<file path="src/rtl/ovs_rx_pkg.sv">
package ovs_rx_pkg;
  localparam int unsigned WORD_MAX = 9;
  localparam int unsigned OSR_MAX  = 16;

  typedef enum logic [1:0] {
    RX_IDLE,
    RX_START,
    RX_DATA,
    RX_STOP
  } rx_state_e;
endpackage

</file>
<file path="src/rtl/ovs_rx_sync.sv">
module ovs_rx_sync #(
  parameter int unsigned STAGES  = 2,
  parameter logic        RST_VAL = 1'b1
) (
  input  logic clk,
  input  logic rst_n,
  input  logic din,
  output logic dout
);
  logic [STAGES-1:0] tap;

  for (genvar g = 0; g < STAGES; g++) begin : g_stage
    logic d_in;
    logic q;
    if (g == 0) begin : g_first
      assign d_in = din;
    end else begin : g_next
      assign d_in = tap[g-1];
    end
    always_ff @(posedge clk or negedge rst_n) begin
      if (!rst_n) q <= RST_VAL;
      else        q <= d_in;
    end
    assign tap[g] = q;
  end

  assign dout = tap[STAGES-1];
endmodule

</file>
<file path="src/rtl/ovs_rx_vote.sv">
module ovs_rx_vote #(
  parameter int unsigned OSR_HI = 16,
  parameter int unsigned CNT_W  = 5
) (
  input  logic             clk,
  input  logic             rst_n,
  input  logic             tick,
  input  logic             smp,
  input  logic [CNT_W-1:0] cnt,
  input  logic             cfg_os8,
  input  logic             cfg_single,
  output logic             bit_val,
  output logic             bit_noise
);
  localparam logic [CNT_W-1:0] POS_HI = CNT_W'(OSR_HI / 2);
  localparam logic [CNT_W-1:0] POS_LO = CNT_W'(OSR_HI / 4);

  logic [CNT_W-1:0] pos_a;
  logic a_q, a_d, b_q, b_d;
  logic maj;

  assign pos_a = cfg_os8 ? POS_LO : POS_HI;

  always_comb begin
    a_d = a_q;
    b_d = b_q;
    if (tick && (cnt == pos_a))                  a_d = smp;
    if (tick && (cnt == pos_a + CNT_W'(1)))      b_d = smp;
  end

  always_ff @(posedge clk or negedge rst_n) begin
    if (!rst_n) begin
      a_q <= 1'b1;
      b_q <= 1'b1;
    end else begin
      a_q <= a_d;
      b_q <= b_d;
    end
  end

  // third sample is the live one at the decision strobe
  assign maj       = (a_q & b_q) | (a_q & smp) | (b_q & smp);
  assign bit_val   = cfg_single ? b_q : maj;
  assign bit_noise = !cfg_single && !((a_q == b_q) && (b_q == smp));
endmodule

</file>
<file path="src/rtl/ovs_rx_framer.sv">
module ovs_rx_framer
  import ovs_rx_pkg::*;
#(
  parameter int unsigned OSR_HI = 16,
  parameter int unsigned WORD_W = 9,
  parameter int unsigned CNT_W  = 5
) (
  input  logic              clk,
  input  logic              rst_n,
  input  logic              tick,
  input  logic              smp,
  input  logic              cfg_os8,
  input  logic              cfg_single,
  input  logic              cfg_nine,
  input  logic              cfg_par_en,
  input  logic              cfg_par_odd,
  input  logic              v_val,
  input  logic              v_noise,
  output logic [CNT_W-1:0]  cnt_o,
  output logic              done_o,
  output logic [WORD_W-1:0] word_o,
  output logic              noise_o,
  output logic              ferr_o,
  output logic              perr_o,
  output logic              idle_o
);
  localparam int unsigned BIDX_W = $clog2(WORD_W);
  localparam int unsigned IDL_W  = $clog2((WORD_W + 2) * OSR_HI + 1);
  localparam logic [CNT_W-1:0] OSR_H = CNT_W'(OSR_HI);
  localparam logic [CNT_W-1:0] OSR_L = CNT_W'(OSR_HI / 2);
  localparam logic [CNT_W-1:0] DEC_H = CNT_W'(OSR_HI / 2 + 2);
  localparam logic [CNT_W-1:0] DEC_L = CNT_W'(OSR_HI / 4 + 2);

  rx_state_e          st_q, st_d;
  logic [CNT_W-1:0]   cnt_q, cnt_d;
  logic [BIDX_W-1:0]  bidx_q, bidx_d;
  logic [WORD_W-1:0]  word_q, word_d;
  logic               nacc_q, nacc_d;
  logic               prev_q, prev_d;
  logic               done_q, done_d;
  logic               noise_q, noise_d;
  logic               ferr_q, ferr_d;
  logic               perr_q, perr_d;
  logic               armed_q, armed_d;
  logic [IDL_W-1:0]   icnt_q, icnt_d;
  logic               idle_q, idle_d;

  logic [CNT_W-1:0]   osr, dec_pos;
  logic [BIDX_W-1:0]  last_idx;
  logic [IDL_W-1:0]   idle_bits, idle_thr;

  assign osr       = cfg_os8 ? OSR_L : OSR_H;
  assign dec_pos   = cfg_os8 ? DEC_L : DEC_H;
  assign last_idx  = cfg_nine ? BIDX_W'(WORD_W - 1) : BIDX_W'(WORD_W - 2);
  assign idle_bits = cfg_nine ? IDL_W'(WORD_W + 2) : IDL_W'(WORD_W + 1);
  assign idle_thr  = IDL_W'(idle_bits * IDL_W'(osr));

  always_comb begin
    st_d    = st_q;
    cnt_d   = cnt_q;
    bidx_d  = bidx_q;
    word_d  = word_q;
    nacc_d  = nacc_q;
    prev_d  = prev_q;
    done_d  = 1'b0;
    noise_d = noise_q;
    ferr_d  = ferr_q;
    perr_d  = perr_q;
    armed_d = armed_q;
    icnt_d  = icnt_q;
    idle_d  = 1'b0;
    if (tick) begin
      prev_d = smp;
      if (st_q == RX_IDLE) begin
        if (armed_q && smp) begin
          if (icnt_q == idle_thr - IDL_W'(1)) begin
            idle_d  = 1'b1;
            armed_d = 1'b0;
            icnt_d  = '0;
          end else begin
            icnt_d = icnt_q + IDL_W'(1);
          end
        end else begin
          icnt_d = '0;
        end
        if (prev_q && !smp) begin
          st_d   = RX_START;
          cnt_d  = CNT_W'(2);
          nacc_d = 1'b0;
          word_d = '0;
          bidx_d = '0;
          icnt_d = '0;
        end
      end else begin
        cnt_d = (cnt_q == osr) ? CNT_W'(1) : cnt_q + CNT_W'(1);
        if (cnt_q == dec_pos) begin
          nacc_d = nacc_q | v_noise;
          unique case (st_q)
            RX_START: if (v_val) st_d = RX_IDLE;
            RX_DATA:  word_d[bidx_q] = v_val;
            RX_STOP: begin
              done_d  = 1'b1;
              ferr_d  = !v_val;
              noise_d = nacc_q | v_noise;
              perr_d  = cfg_par_en & ((^word_q) ^ cfg_par_odd);
              armed_d = 1'b1;
              icnt_d  = '0;
              st_d    = RX_IDLE;
            end
            default: ;
          endcase
        end
        if (cnt_q == osr) begin
          if (st_q == RX_START) begin
            st_d   = RX_DATA;
            bidx_d = '0;
          end else if (st_q == RX_DATA) begin
            if (bidx_q == last_idx) st_d = RX_STOP;
            else                    bidx_d = bidx_q + BIDX_W'(1);
          end
        end
      end
    end
  end

  always_ff @(posedge clk or negedge rst_n) begin
    if (!rst_n) begin
      st_q    <= RX_IDLE;
      cnt_q   <= '0;
      bidx_q  <= '0;
      word_q  <= '0;
      nacc_q  <= 1'b0;
      prev_q  <= 1'b1;
      done_q  <= 1'b0;
      noise_q <= 1'b0;
      ferr_q  <= 1'b0;
      perr_q  <= 1'b0;
      armed_q <= 1'b0;
      icnt_q  <= '0;
      idle_q  <= 1'b0;
    end else begin
      st_q    <= st_d;
      cnt_q   <= cnt_d;
      bidx_q  <= bidx_d;
      word_q  <= word_d;
      nacc_q  <= nacc_d;
      prev_q  <= prev_d;
      done_q  <= done_d;
      noise_q <= noise_d;
      ferr_q  <= ferr_d;
      perr_q  <= perr_d;
      armed_q <= armed_d;
      icnt_q  <= icnt_d;
      idle_q  <= idle_d;
    end
  end

  assign cnt_o   = cnt_q;
  assign done_o  = done_q;
  assign word_o  = word_q;
  assign noise_o = noise_q;
  assign ferr_o  = ferr_q;
  assign perr_o  = perr_q;
  assign idle_o  = idle_q;

  // completion is a single-cycle event
  assert_done_pulse_R4: assert property (@(posedge clk) disable iff (!rst_n)
    done_q |=> !done_q);
  // centre-sample mode never reports noise
  assert_single_clean_R3: assert property (@(posedge clk) disable iff (!rst_n)
    (done_q && cfg_single) |-> !noise_q);
  // the quiet-line event only fires from the idle state
  assert_idle_in_idle_R10: assert property (@(posedge clk) disable iff (!rst_n)
    idle_q |-> (st_q == RX_IDLE || st_q == RX_START));
endmodule

</file>
<file path="src/rtl/ovs_rx_flags.sv">
module ovs_rx_flags #(
  parameter int unsigned WORD_W = 9
) (
  input  logic              clk,
  input  logic              rst_n,
  input  logic              done,
  input  logic [WORD_W-1:0] word,
  input  logic              noise,
  input  logic              ferr,
  input  logic              perr,
  input  logic              idle_hit,
  input  logic              stat_rd,
  input  logic              data_rd,
  input  logic              cfg_rts_en,
  output logic [WORD_W-1:0] rd_data,
  output logic              rxne,
  output logic              ore,
  output logic              nf,
  output logic              fe,
  output logic              pe,
  output logic              idle,
  output logic              rts_n
);
  logic [WORD_W-1:0] data_q, data_d;
  logic rxne_q, rxne_d, ore_q, ore_d, nf_q, nf_d;
  logic fe_q, fe_d, pe_q, pe_d, idle_q, idle_d, seq_q, seq_d;
  logic accept, ovr, clr;

  always_comb begin
    clr    = data_rd & seq_q;
    accept = done & (!rxne_q | data_rd);
    ovr    = done & rxne_q & !data_rd;
    seq_d  = stat_rd ? 1'b1 : (data_rd ? 1'b0 : seq_q);
    rxne_d = accept | (rxne_q & !data_rd);
    data_d = accept ? word : data_q;
    ore_d  = ovr | (ore_q & !clr);
    nf_d   = (accept & noise) | (nf_q & !clr);
    fe_d   = (accept & ferr) | (fe_q & !clr);
    pe_d   = (accept & perr) | (pe_q & !clr);
    idle_d = idle_hit | (idle_q & !clr);
  end

  always_ff @(posedge clk or negedge rst_n) begin
    if (!rst_n) begin
      data_q <= '0;
      rxne_q <= 1'b0;
      ore_q  <= 1'b0;
      nf_q   <= 1'b0;
      fe_q   <= 1'b0;
      pe_q   <= 1'b0;
      idle_q <= 1'b0;
      seq_q  <= 1'b0;
    end else begin
      data_q <= data_d;
      rxne_q <= rxne_d;
      ore_q  <= ore_d;
      nf_q   <= nf_d;
      fe_q   <= fe_d;
      pe_q   <= pe_d;
      idle_q <= idle_d;
      seq_q  <= seq_d;
    end
  end

  assign rd_data = data_q;
  assign rxne    = rxne_q;
  assign ore     = ore_q;
  assign nf      = nf_q;
  assign fe      = fe_q;
  assign pe      = pe_q;
  assign idle    = idle_q;
  assign rts_n   = cfg_rts_en & rxne_q;

  // a word arriving into a full register is dropped, old word kept
  assert_ovr_keeps_R7: assert property (@(posedge clk) disable iff (!rst_n)
    (done && rxne_q && !data_rd) |=> (ore_q && (data_q == $past(data_q))));
  // noise is only ever reported alongside a loaded word
  assert_nf_with_rxne_R2: assert property (@(posedge clk) disable iff (!rst_n)
    $rose(nf_q) |-> rxne_q);
  // an armed data read empties every error flag
  assert_seq_clear_R8: assert property (@(posedge clk) disable iff (!rst_n)
    (data_rd && seq_q && !done && !idle_hit) |=> (!ore_q && !nf_q && !fe_q && !pe_q && !idle_q));
  // full flag rises only after a completed frame
  assert_rxne_src_R4: assert property (@(posedge clk) disable iff (!rst_n)
    $rose(rxne_q) |-> $past(done));
endmodule

</file>
<file path="src/rtl/ovs_rx_top.sv">
module ovs_rx_top
  import ovs_rx_pkg::*;
#(
  parameter int unsigned OSR_HI      = OSR_MAX,
  parameter int unsigned WORD_W      = WORD_MAX,
  parameter int unsigned SYNC_STAGES = 2
) (
  input  logic              clk,
  input  logic              rst_n,
  input  logic              os_tick,
  input  logic              rx_in,
  input  logic              cfg_os8,
  input  logic              cfg_single,
  input  logic              cfg_nine,
  input  logic              cfg_par_en,
  input  logic              cfg_par_odd,
  input  logic              cfg_rts_en,
  input  logic              stat_rd,
  input  logic              data_rd,
  output logic [WORD_W-1:0] rd_data,
  output logic              flg_rxne,
  output logic              flg_ore,
  output logic              flg_nf,
  output logic              flg_fe,
  output logic              flg_pe,
  output logic              flg_idle,
  output logic              rts_n
);
  localparam int unsigned CNT_W = $clog2(OSR_HI + 1);

  logic              rst_n_s;
  logic              rx_s;
  logic [CNT_W-1:0]  cnt;
  logic              v_val, v_noise;
  logic              done, noise, ferr, perr, idle_hit;
  logic [WORD_W-1:0] word;

  ovs_rx_sync #(.STAGES(2), .RST_VAL(1'b0)) u_rst_sync (
    .clk(clk), .rst_n(rst_n), .din(1'b1), .dout(rst_n_s));

  ovs_rx_sync #(.STAGES(SYNC_STAGES), .RST_VAL(1'b1)) u_rx_sync (
    .clk(clk), .rst_n(rst_n_s), .din(rx_in), .dout(rx_s));

  ovs_rx_vote #(.OSR_HI(OSR_HI), .CNT_W(CNT_W)) u_vote (
    .clk(clk), .rst_n(rst_n_s), .tick(os_tick), .smp(rx_s), .cnt(cnt),
    .cfg_os8(cfg_os8), .cfg_single(cfg_single),
    .bit_val(v_val), .bit_noise(v_noise));

  ovs_rx_framer #(.OSR_HI(OSR_HI), .WORD_W(WORD_W), .CNT_W(CNT_W)) u_framer (
    .clk(clk), .rst_n(rst_n_s), .tick(os_tick), .smp(rx_s),
    .cfg_os8(cfg_os8), .cfg_single(cfg_single), .cfg_nine(cfg_nine),
    .cfg_par_en(cfg_par_en), .cfg_par_odd(cfg_par_odd),
    .v_val(v_val), .v_noise(v_noise), .cnt_o(cnt), .done_o(done),
    .word_o(word), .noise_o(noise), .ferr_o(ferr), .perr_o(perr),
    .idle_o(idle_hit));

  ovs_rx_flags #(.WORD_W(WORD_W)) u_flags (
    .clk(clk), .rst_n(rst_n_s), .done(done), .word(word), .noise(noise),
    .ferr(ferr), .perr(perr), .idle_hit(idle_hit), .stat_rd(stat_rd),
    .data_rd(data_rd), .cfg_rts_en(cfg_rts_en), .rd_data(rd_data),
    .rxne(flg_rxne), .ore(flg_ore), .nf(flg_nf), .fe(flg_fe), .pe(flg_pe),
    .idle(flg_idle), .rts_n(rts_n));
endmodule

</file>
<file path="config.mk">
export PLATFORM = sky130hd
export DESIGN_NAME = ovs_rx_top
export DESIGN_NICKNAME = d
export VERILOG_FILES = /design/src/rtl/ovs_rx_pkg.sv /design/src/rtl/ovs_rx_sync.sv /design/src/rtl/ovs_rx_vote.sv /design/src/rtl/ovs_rx_framer.sv /design/src/rtl/ovs_rx_flags.sv /design/src/rtl/ovs_rx_top.sv
export SDC_FILE = /design/constraint.sdc
export NUM_CORES = 1
export LEC_CHECK = 0
export ABC_CLOCK_PERIOD_IN_PS = 2200
export BUFFER_PORTS_ARGS = -buffer_cell sky130_fd_sc_hd__buf_2
export CELL_PAD_IN_SITES_DETAIL_PLACEMENT = 2
export CELL_PAD_IN_SITES_GLOBAL_PLACEMENT = 2
export CORE_ASPECT_RATIO = 0.6
export CORE_UTILIZATION = 39
export DETAILED_ROUTE_END_ITERATION = 16
export PLACE_DENSITY = 0.86
export SYNTH_ARGS = -nofsm -noshare
export SYNTH_HDL_FRONTEND = slang
export SYNTH_HIERARCHICAL = 1
export SYNTH_SLANG_ARGS = --single-unit
</file>
<file path="constraint.sdc">
create_clock -name clk -period 2.2 [get_ports clk]
set_clock_uncertainty 0.05 [all_clocks]
set_input_delay 0.33 -clock clk [delete_from_list [all_inputs] [get_ports clk]]
set_output_delay 0.33 -clock clk [all_outputs]
set_load 0.01 [all_outputs]
</file>
# --- Word level (Yosys, flattened, before mapping) ---
# Index checks and enable logic that the tools add are counted.
classes:
  addsub: 5
  n_mul: 1
  magnitude_cmp: 2
  eq_ne: 15
  mux: 55
  bitwise_logic: 30
  reduce_logical: 29
op_table:
  columns: ["op", "count"]
  rows:
  - ["8-bit 2-to-1 mux", 6]
  - ["4-bit 2-to-1 mux", 9]
  - ["9-bit 2-to-1 mux", 4]
  - ["1-bit 2-to-1 mux", 21]
  - ["5-bit == test", 4]
  - ["5-bit 2-to-1 mux", 4]
  - ["1-bit bitwise AND", 18]
  - ["2-bit 2-to-1 mux", 8]
  - ["5-bit by 1-bit adder with 5-bit output, second input constant", 2]
  - ["1-bit OR", 10]
  - ["5-bit AND reduction", 2]
  - ["2-bit nonzero test", 5]
  - ["9-bit bitwise mux", 1]
  - ["9-bit XOR reduction", 1]
  - ["8-bit by 1-bit adder with 8-bit output, second input constant", 1]
  - ["8-bit == test", 1]
  - ["8-bit by 5-bit multiplier with 8-bit output", 1]
  - ["4-bit AND reduction", 2]
  - ["8-bit by 1-bit subtractor with 8-bit output, second input constant", 1]
  - ["1-bit logical AND", 7]
  - ["1-bit zero test", 7]
  - ["2-bit inequality test, second input constant", 3]
  - ["3-bit AND reduction", 2]
  - ["4-bit by 5-bit < comparator with 1-bit output, second input constant", 1]
  - ["14 further kinds", 16]
totals:
  ff_bits: 58
  wordCells: 164

# --- Logic depth before layout (Yosys ltp) ---
# Gate-level depths: netlist (run 1).
depth:
  ltp_word: 12
  depth_mapped: 8

# --- Modules after synthesis ---
# Netlist (run 1), hierarchy kept.
by_module_without_submodules:
  columns: ["mod", "instances", "cells_each", "area_per_inst_um2", "seq_area_each_um2"]
  rows:
  - ["ovs_rx_framer", 1, 228, 2195.9, 902.1]
  - ["ovs_rx_flags", 1, 43, 618.1, 400.4]
  - ["ovs_rx_vote", 1, 17, 177.7, 52.6]
  - ["ovs_rx_sync (u_rx_sync)", 1, 2, 52.6, 52.6]
  - ["ovs_rx_sync (u_rst_sync)", 1, 2, 50.0, 50.0]
  - ["ovs_rx_top", 1, 1, 3.8, 0.0]

# --- Worst setup path after synthesis (run 1) ---
# OpenSTA, ideal clock, no wires.
synth_path:
  path_type: "register to register"
  startpoint: "register u_framer.cnt_q[0], in the netlist u_framer/cnt_o[0]"
  endpoint: "register u_framer.icnt_q[7]"
  t_arrival_ps: 1891
  path_slack_ps: 179
  stages_incl_launch_ff: 8
  n_path_buf: 0
  synth_period_minus_slack_ps: 2021
  cell_sequence: "dfrtp_1 > inv_1 > ha_1 > nor2b_1 > o21ai_2 > a211o_1 > or4_1 > o211ai_2"
synth_between:
  elab_chain_len: 3
synth_lines:
  columns: ["item", "line_no", "source"]
  rows:
  - ["from (decl)", "ovs_rx_framer.sv:35", "logic [CNT_W-1:0] cnt_q, cnt_d;"]
  - ["from (signal assigned)", "ovs_rx_framer.sv:143", "cnt_q <= cnt_d;"]
  - ["5-bit == test", "ovs_rx_framer.sv:96", "if (cnt_q == dec_pos) begin"]
  - ["2-bit nonzero test (no source line)", null, null]
  - ["3-bit AND reduction (no source line)", null, null]
  - ["to (signal assigned)", "ovs_rx_framer.sv:153", "icnt_q <= icnt_d;"]
  - ["to (decl)", "ovs_rx_framer.sv:45", "logic [IDL_W-1:0] icnt_q, icnt_d;"]
# Every way passes these cells.
# A chain may end at the register's enable or synchronous reset.

# --- Worst setup path in the final report (run 1) ---
layout_path:
  startpoint: "register u_rx_sync.g_stage[1].q, in the netlist u_rx_sync/dout"
  endpoint: "register u_framer.st_q[0]"
layout_between:
  elab_chain_len: 12
layout_lines:
  columns: ["item", "line_no", "source"]
  rows:
  - ["from (decl)", "ovs_rx_sync.sv:14", "logic q;"]
  - ["from (signal assigned)", "ovs_rx_sync.sv:22", "else q <= d_in;"]
  - ["1-bit bitwise AND", "ovs_rx_vote.sv:42", "assign maj = (a_q & b_q) | (a_q & smp) | (b_q & smp);"]
  - ["1-bit OR", "ovs_rx_vote.sv:42", null]
  - ["1-bit OR *", "ovs_rx_vote.sv:42", null]
  - ["1-bit 2-to-1 mux *", "ovs_rx_vote.sv:43", "assign bit_val = cfg_single ? b_q : maj;"]
  - ["named net v_val", "ovs_rx_top.sv:34", "logic v_val, v_noise;"]
  - ["2-bit 2-to-1 mux *", "ovs_rx_framer.sv:99", "RX_START: if (v_val) st_d = RX_IDLE;"]
  - ["2-bit case mux with 2 select lines *", "ovs_rx_framer.sv:98", "unique case (st_q)"]
  - ["2-bit 2-to-1 mux *", "ovs_rx_framer.sv:96", null]
  - ["2-bit 2-to-1 mux", "ovs_rx_framer.sv:118", "if (bidx_q == last_idx) st_d = RX_STOP;"]
  - ["2-bit 2-to-1 mux", "ovs_rx_framer.sv:117", "end else if (st_q == RX_DATA) begin"]
  - ["2-bit 2-to-1 mux", "ovs_rx_framer.sv:114", "if (st_q == RX_START) begin"]
  - ["2-bit 2-to-1 mux *", "ovs_rx_framer.sv:113", "if (cnt_q == osr) begin"]
  - ["2-bit 2-to-1 mux *", "ovs_rx_framer.sv:74", "if (st_q == RX_IDLE) begin"]
  - ["to (signal assigned)", "ovs_rx_framer.sv:142", "st_q <= st_d;"]
  - ["to (decl)", "ovs_rx_framer.sv:34", "rx_state_e st_q, st_d;"]
# Mark *: on every way through the listed nets, which the timed path passes. The rest lies on a longest branch.

==> results of run 1 <==
kinds of logic (layout without fill, tap and decap cells):
| kind of cell | count (synthesis) | in the layout | share of synthesized area, % |
|---|---|---|---|
| mux | 15 | 15 | 5.33 |
| simple gates | 99 | 99 | 17.9 |
| compound gates | 74 | 74 | 17.2 |
| flops | 58 | 58 | 47.1 |
| xor+xnor | 12 | 12 | 3.39 |
| other cells | 1 | 1 | 0.121 |
| fa+ha+maj | 17 | 17 | 6.87 |
| buf+inv | 17 | 79 | 2.10 |
where the power goes:
group	internal [mW]	total, mW	leakage (nW)	switching, mW
Combinational	0.532	1.41	0.872	0.875
Sequential	1.24	1.46	0.764	0.218
Clock	1.26	1.81	0.183	0.557
Total	3.03	4.68	1.82	1.65
state kept, by name, summed over array words and instances, names as in the netlist, 2 cells and up:
signal	flops
u_flags/rd_data	9
u_framer/icnt_q	8
u_framer/bidx_q	4
u_framer/cnt_o	5
u_framer/word_o	9
u_framer/st_q	2
worst max-delay path by stage:
stage,endpoint,cells past startpoint
floorplan,u_framer/icnt_q[7],7
global placement,u_framer/icnt_q[6],8
detailed placement,u_framer/icnt_q[6],8
CTS,u_framer/word_o[4],7
global route,u_framer/bidx_q[2],7
finish,u_framer/st_q[0],8
per-stage QoR:
step,total power [mW],instances
global placement,2.44,440
global route,4.83,459
floorplan,2.09,293
CTS,4.58,457
finish,4.68,459
detailed placement,2.57,440
worst max-delay path: stages, from the launching register on:
cell       delay, ns
dfstp_2         0.62
ha_1            0.19
a211oi_1        0.06
o21ai_0         0.25
buf_4           0.20
mux2i_1         0.10
o21ai_0         0.28
a22oi_1         0.12
a2bb2oi_1       0.17
synthesized netlist by cell type (5+ instances only):
| master | n | area (um2) |
|---|---|---|
| a21oi_1 | 5 | 25.0 |
| a32o_1 | 9 | 90.1 |
| dfrtp_1 | 53 | 1330 |
| dfstp_2 | 5 | 131 |
| ha_1 | 17 | 213 |
| inv_1 | 13 | 48.8 |
| mux2_2 | 10 | 113 |
| nand2_1 | 32 | 120 |
| nand2b_1 | 6 | 37.5 |
| nand3_1 | 8 | 40.0 |
| nand3b_1 | 5 | 37.5 |
| nor2_1 | 15 | 56.3 |
| o21ai_0 | 19 | 95.1 |
| o31ai_1 | 8 | 60.1 |
| xnor2_1 | 8 | 70.1 |
repair_timing:
action                                  in CTS  in global routing
gates resized for setup                      9                  9
pin swaps                                    0                  1
endpoints found under the setup margin      20                 22
setup buffers                                0                  2
hold buffers                                 1                  0
endpoints found under the hold margin        2                  0
per-layer routing:
metal	vias to the layer above	share of wire, %	track usage [%]
met3	36	6.1	8.83
met1	1455	44	43.2
met4	0	3.0	14.8
met2	144	47	52.6
met5	-	0	0
li1	1184	-	-
layout make-up:
class / instances / area (um2) / share of cell area (%)
multi-input cells: 218 / 1640 / 41.2
flip-flops and latches: 58 / 1460 / 36.7
repair buffers: 50 / 323 / 8.12
clock buffers: 10 / 239 / 6.01
clock inverters: 6 / 138 / 3.46
well taps: 104 / 130 / 3.27
inverters: 13 / 48.8 / 1.23
==> summary.md, run 1 <==
| Metric | Value |
|---|---|
| Post-Syn Area per Cell | `10.6 um2` |
| Number of core rows | `24` |
| Initial Util | `41.4%` |
| F_max | `460 MHz` |
| Setup crit end kind | `flip-flop` |
| Most common cell after layout, fill and taps aside | `dfrtp_1` |
| Ys Warns | `6` |
| TritonCTS Buffers | `9` |
| Worst Reg-to-Reg Cells | `8` |
| Gr usage total | `33.4%` |
| Crit path time final | `2.17 ns` |
| Worst Hold Path Cells | `1` |
| Ports | `28` |
| Post-placement cell area | `0.00351 mm2` |
| Final setup vio count | `0` |
| Die width | `117 um` |
| Final Cell Area | `0.00398 mm2` |
| Flops & latches, synth | `58` |
| Global route overflow | `0` |
| Hold_ws | `0.0458 ns` |
| Fillers | `736` |
| Setup WS post-layout | `0.0280 ns` |
| Final Util | `53.2%` |
| Worst hold path type | `input pin to flip-flop` |
| Final wirelength | `13,100 um` |
| R2r setup slk | `0.03 ns` |
| Post-route DRC | `0` |
| CTS tree | `built` |
| Root buf cell | `clkbuf_16` |
| Htree depth | `3` |
| Post-DR wirelength/cell | `28.6 um` |
| Hold violation count in the final report | `0` |
| Pwr per Cell Area | `1180 mW/mm2` |
| Clock transition at path regs | `0.06 ns` |
| Startpoint types | `flip-flop` |
| Leading cell types in the layout, fill and taps excluded | `52 x dfrtp_1, 31 x nand2_1, 27 x buf_2` |
| Max-slew violations | `0` |
| Gate Count Post-Synth | `293` |
| Post-synth EDFFs | `0` |
| Clock latency at the later pin of the worst-skew pair | `0.34 ns` |
| Initial antenna violation count | `0` |
| Post-detailed-route count of antenna-violating nets | `0` |
| Arr. time, crit path | `2.33 ns` |
| CP Data Required Time | `2.36 ns` |
| P_leak | `1.82 nW` |
| Max_cap viols | `0` |
| Worst r2r src | `u_rx_sync/dout` |
| Clock Tree Buf Depth | `2` |
| Global-route wire length before repair | `19,700 um` |
| Main flop type after synthesis | `dfrtp_1` |
| Port buffer count | `27` |
| Seq/Total Area, Yosys | `47.1%` |
| Reg2reg end | `u_framer/st_q[0]` |
| Vias | `2,819` |
| Ys async rst share | `100%` |
| Worst Setup SP | `u_rx_sync/dout` |
| Critical hold path startpoint | `rx_in` |
| Hpwl dp | `7210 um` |
| Critical path class | `flip-flop to flip-flop` |
| Layout cells sized above 1 | `29.0%` |
| CP max FO | `8` |
| Maximum VDD drop | `0.619 mV` |
| Vias in the first global route | `3,101` |
| Core area | `0.00748 mm2` |
| DR iter-0 viols | `269` |
| DR pass1 iterations | `5` |
| Sum Neg Setup Slack | `0 ns` |
| Post-synth cell types | `61` |
| Mapped Area | `0.00310 mm2` |
| Nets | `379` |
| Gp weighted congestion | `0.762` |
| Net Count, Synth | `322` |
| Clock sink count | `58` |
| Placement Setup Slack | `-0.0617 ns` |
| Tcrit/Tclk final | `98.7%` |
| Diodes inserted | `0` |
| Area grow syn2layout | `28.4%` |
| Hold Path End | `u_rx_sync/g_stage[0].q` |
| Die area | `0.00832 mm2` |
| Vias per Instance | `6.14` |
| Die height | `71.0 um` |
| Status | `completed` |
| Largest net degree at the start of global routing | `50` |
Power figures use the tool's default switching activity.
==> run 2: changes to the inputs <==
ABC_CLOCK_PERIOD_IN_PS = 2300   (was 2200)
CORE_MARGIN = 2   (was not set)
clock period = 2.3 ns   (was 2.2 ns; I/O delays follow)
==> run 2 against run 1 <==
Final cell count is 1.1% lower. Sequential power decreased by 3%. Total power decreased by 20%. Critical endpoint is now u_framer/word_o[5]. Largest cell class unchanged.
==> summary.md, run 2 (same netlist as run 1, synthesis figures left out) <==
| Metric | Value |
|---|---|
| Logic pwr share | `27.7% (-2.4 points)` |
| Final Util | `48.8% (-4.4 points)` |
| Global-route wire length before repair | `16,500 um (-16%)` |
| Clock sink count | `58 (unchanged)` |
| Max_cap viols | `0 (unchanged)` |
| Most Crowded Layer GR | `met2` |
| Status | `completed` |
| Max-slew violations | `0 (unchanged)` |
| DR pass1 iterations | `4 (-1)` |
| Largest net degree at the start of global routing | `30 (-40%)` |
| Psw | `1.35 mW (-18%)` |
| Ports | `28 (unchanged)` |
| Placed cells | `437 (-0.68%)` |
| Worst r2r src | `u_framer/cnt_o[0]` |
| Nets | `370 (-2.4%)` |
| Switch share | `35.8% (+0.52 points)` |
| Met3 global-route usage | `6.64% (-2.2 points)` |
| R2r setup slk | `0.02 ns (about the same)` |
| Htree depth | `3 (unchanged)` |
| Most common cell after layout, fill and taps aside | `dfrtp_1` |
| Worst Hold Path Cells | `1 (unchanged)` |
| TritonCTS Buffers | `9 (unchanged)` |
| Gr usage total | `25.6% (-7.8 points)` |
| Crit path time final | `2.28 ns (+0.111 ns)` |
| Startpoint types | `flip-flop` |
| Placement Setup Slack | `-0.0143 ns (+0.0474 ns)` |
| Worst Tran Pin Value | `0.736 ns` |
| Worst Reg-to-Reg Cells | `7 (-1)` |
| Post-detailed-route count of antenna-violating nets | `0 (unchanged)` |
| Worst hold path type | `input pin to flip-flop` |
| Vias | `2,594 (-8.0%)` |
| Slew HR | `51.0%` |
| Die area | `0.00870 mm2 (+4.6%)` |
| DR iter-0 viols | `127 (-53%)` |
| Die width | `119 um (+1.7%)` |
| Hpwl dp | `7090 um (-1.8%)` |
| Vias in the first global route | `2,836 (-8.5%)` |
| Clock power frac | `34.6% (-4.2 points)` |
| Tcrit/Tclk final | `99.3% (+0.54 points)` |
| CP Data Required Time | `2.47 ns (+0.11 ns)` |
| Port buffer count | `27 (unchanged)` |
| Setup crit end kind | `flip-flop` |
| F_max | `438 MHz (-4.9%)` |
| Diodes inserted | `0 (unchanged)` |
| Hold violation count in the final report | `0 (unchanged)` |
| Clock Tree Buf Depth | `2 (unchanged)` |
| Core area | `0.00779 mm2 (+4.2%)` |
| Arr. time, crit path | `2.45 ns (+0.12 ns)` |
| Critical path class | `flip-flop to flip-flop` |
| Post-route DRC | `0 (unchanged)` |
| Final wirelength | `10,300 um (-21%)` |
| Post-DR wirelength/cell | `22.8 um (-20%)` |
| Setup WS post-layout | `0.0168 ns (-0.0112 ns)` |
| Sum Neg Setup Slack | `0 ns (unchanged)` |
| P_leak | `1.73 nW (-4.7%)` |
| Critical Path Sink | `u_framer/word_o[5]` |
| Pwr Total | `3.76 mW (-20%)` |
| Met2 Use GR | `42.1% (-10 points)` |
| Initial Util | `39.8% (-1.7 points)` |
| Maximum VDD drop | `0.463 mV (-25%)` |
| Vias per Instance | `5.71 (-7.0%)` |
| Die height | `73.0 um (+2.8%)` |
| Area grow syn2layout | `22.6%` |
| Worst Setup SP | `u_framer/cnt_o[0]` |
| Postcts setup bufs | `0 (unchanged)` |
| Leading cell types in the layout, fill and taps excluded | `52 x dfrtp_1, 32 x nand2_1, 27 x buf_2` |
| CTS tree | `built` |
| Global route overflow | `0 (unchanged)` |
| Number of core rows | `25 (+4.2%)` |
| Internal | `2.42 mW (-20%)` |
| Root buf cell | `clkbuf_16` |
| Finished Layout Cells | `454 (-1.1%)` |
| Clock latency at the later pin of the worst-skew pair | `0.34 ns (about the same)` |
| Final setup vio count | `0 (unchanged)` |
| M1 GR Usage | `34.3% (-8.9 points)` |
| Layout cells sized above 1 | `25.7% (-3.3 points)` |
| Gp weighted congestion | `0.856 (+12%)` |
| CP max FO | `5 (-3)` |
| Clock transition at path regs | `0.06 ns (about the same)` |
| Sequential Power Share | `37.7% (+6.6 points)` |
| Reg2reg end | `u_framer/word_o[5]` |
| Pwr per Cell Area | `991 mW/mm2 (-16%)` |
| Initial antenna violation count | `0 (unchanged)` |
-- run 2: worst min-delay path by stage --
stage,startpoint,endpoint,slack (ns)
global placement,rst_n,u_rst_sync/g_stage[0].q,0.08
detailed placement,rst_n,u_rst_sync/g_stage[0].q,0.08
CTS,rx_in,u_rx_sync/g_stage[0].q,0.06
floorplan,rst_n,u_rst_sync/dout,-0.0006
global route,rx_in,u_rx_sync/g_stage[0].q,0.05
finish,rx_in,u_rx_sync/g_stage[0].q,0.06
-- run 2: routing by layer --
metal | part of all wire, % | routed length [um] | up-vias
met5 | 0 | 0 | -
met4 | 1.7 | 171 | 0
met3 | 3.9 | 399 | 16
met2 | 47 | 4850 | 54
met1 | 48 | 4920 | 1355
li1 | - | - | 1169
-- run 2: final cells by class --
type	instances	area, um2
Fill cell	805	3990
Clock inverter	4	25.0
Sequential cell	58	1460
Inverter	13	48.8
Timing Repair Buffer	41	255
Multi-Input combinational cell	218	1610
Tap cell	108	135
Clock buffer	12	267
-- run 2: critical path, cell delays in order (launching register included) --
cell	delay, ns
dfrtp_1	0.43
inv_1	0.15
ha_1	0.16
nor2b_2	0.22
o211ai_1	0.20
nor3_1	0.47
nand2_1	0.18
a32o_1	0.31
-- run 2: what timing repair did --
item,CTS,global route
resized for setup,3,4
hold buffers,1,0
pin swaps,0,1
setup endpoints to repair,9,9
hold endpoints to repair,2,0
-- run 2: stage by stage --
stage,instance area (um2),hold slack [ns]
after floorplan,3100,-0.000591
after global placement,3460,0.0812
after detailed placement,3460,0.0831
after CTS,3780,0.0587
after global routing,3800,0.0534
final,3800,0.0638
-- run 2: power groups by stage --
| stage | Combinational (mW) | Clock [mW] | Sequential [mW] |
|---|---|---|---|
| after CTS | 1.02 | 1.32 | 1.42 |
| after global routing | 1.15 | 1.37 | 1.45 |
| final | 1.04 | 1.30 | 1.42 |
| after global placement | 0.892 | 0 | 1.39 |
| after detailed placement | 0.979 | 0 | 1.43 |
| after floorplan | 0.646 | 0 | 1.35 |
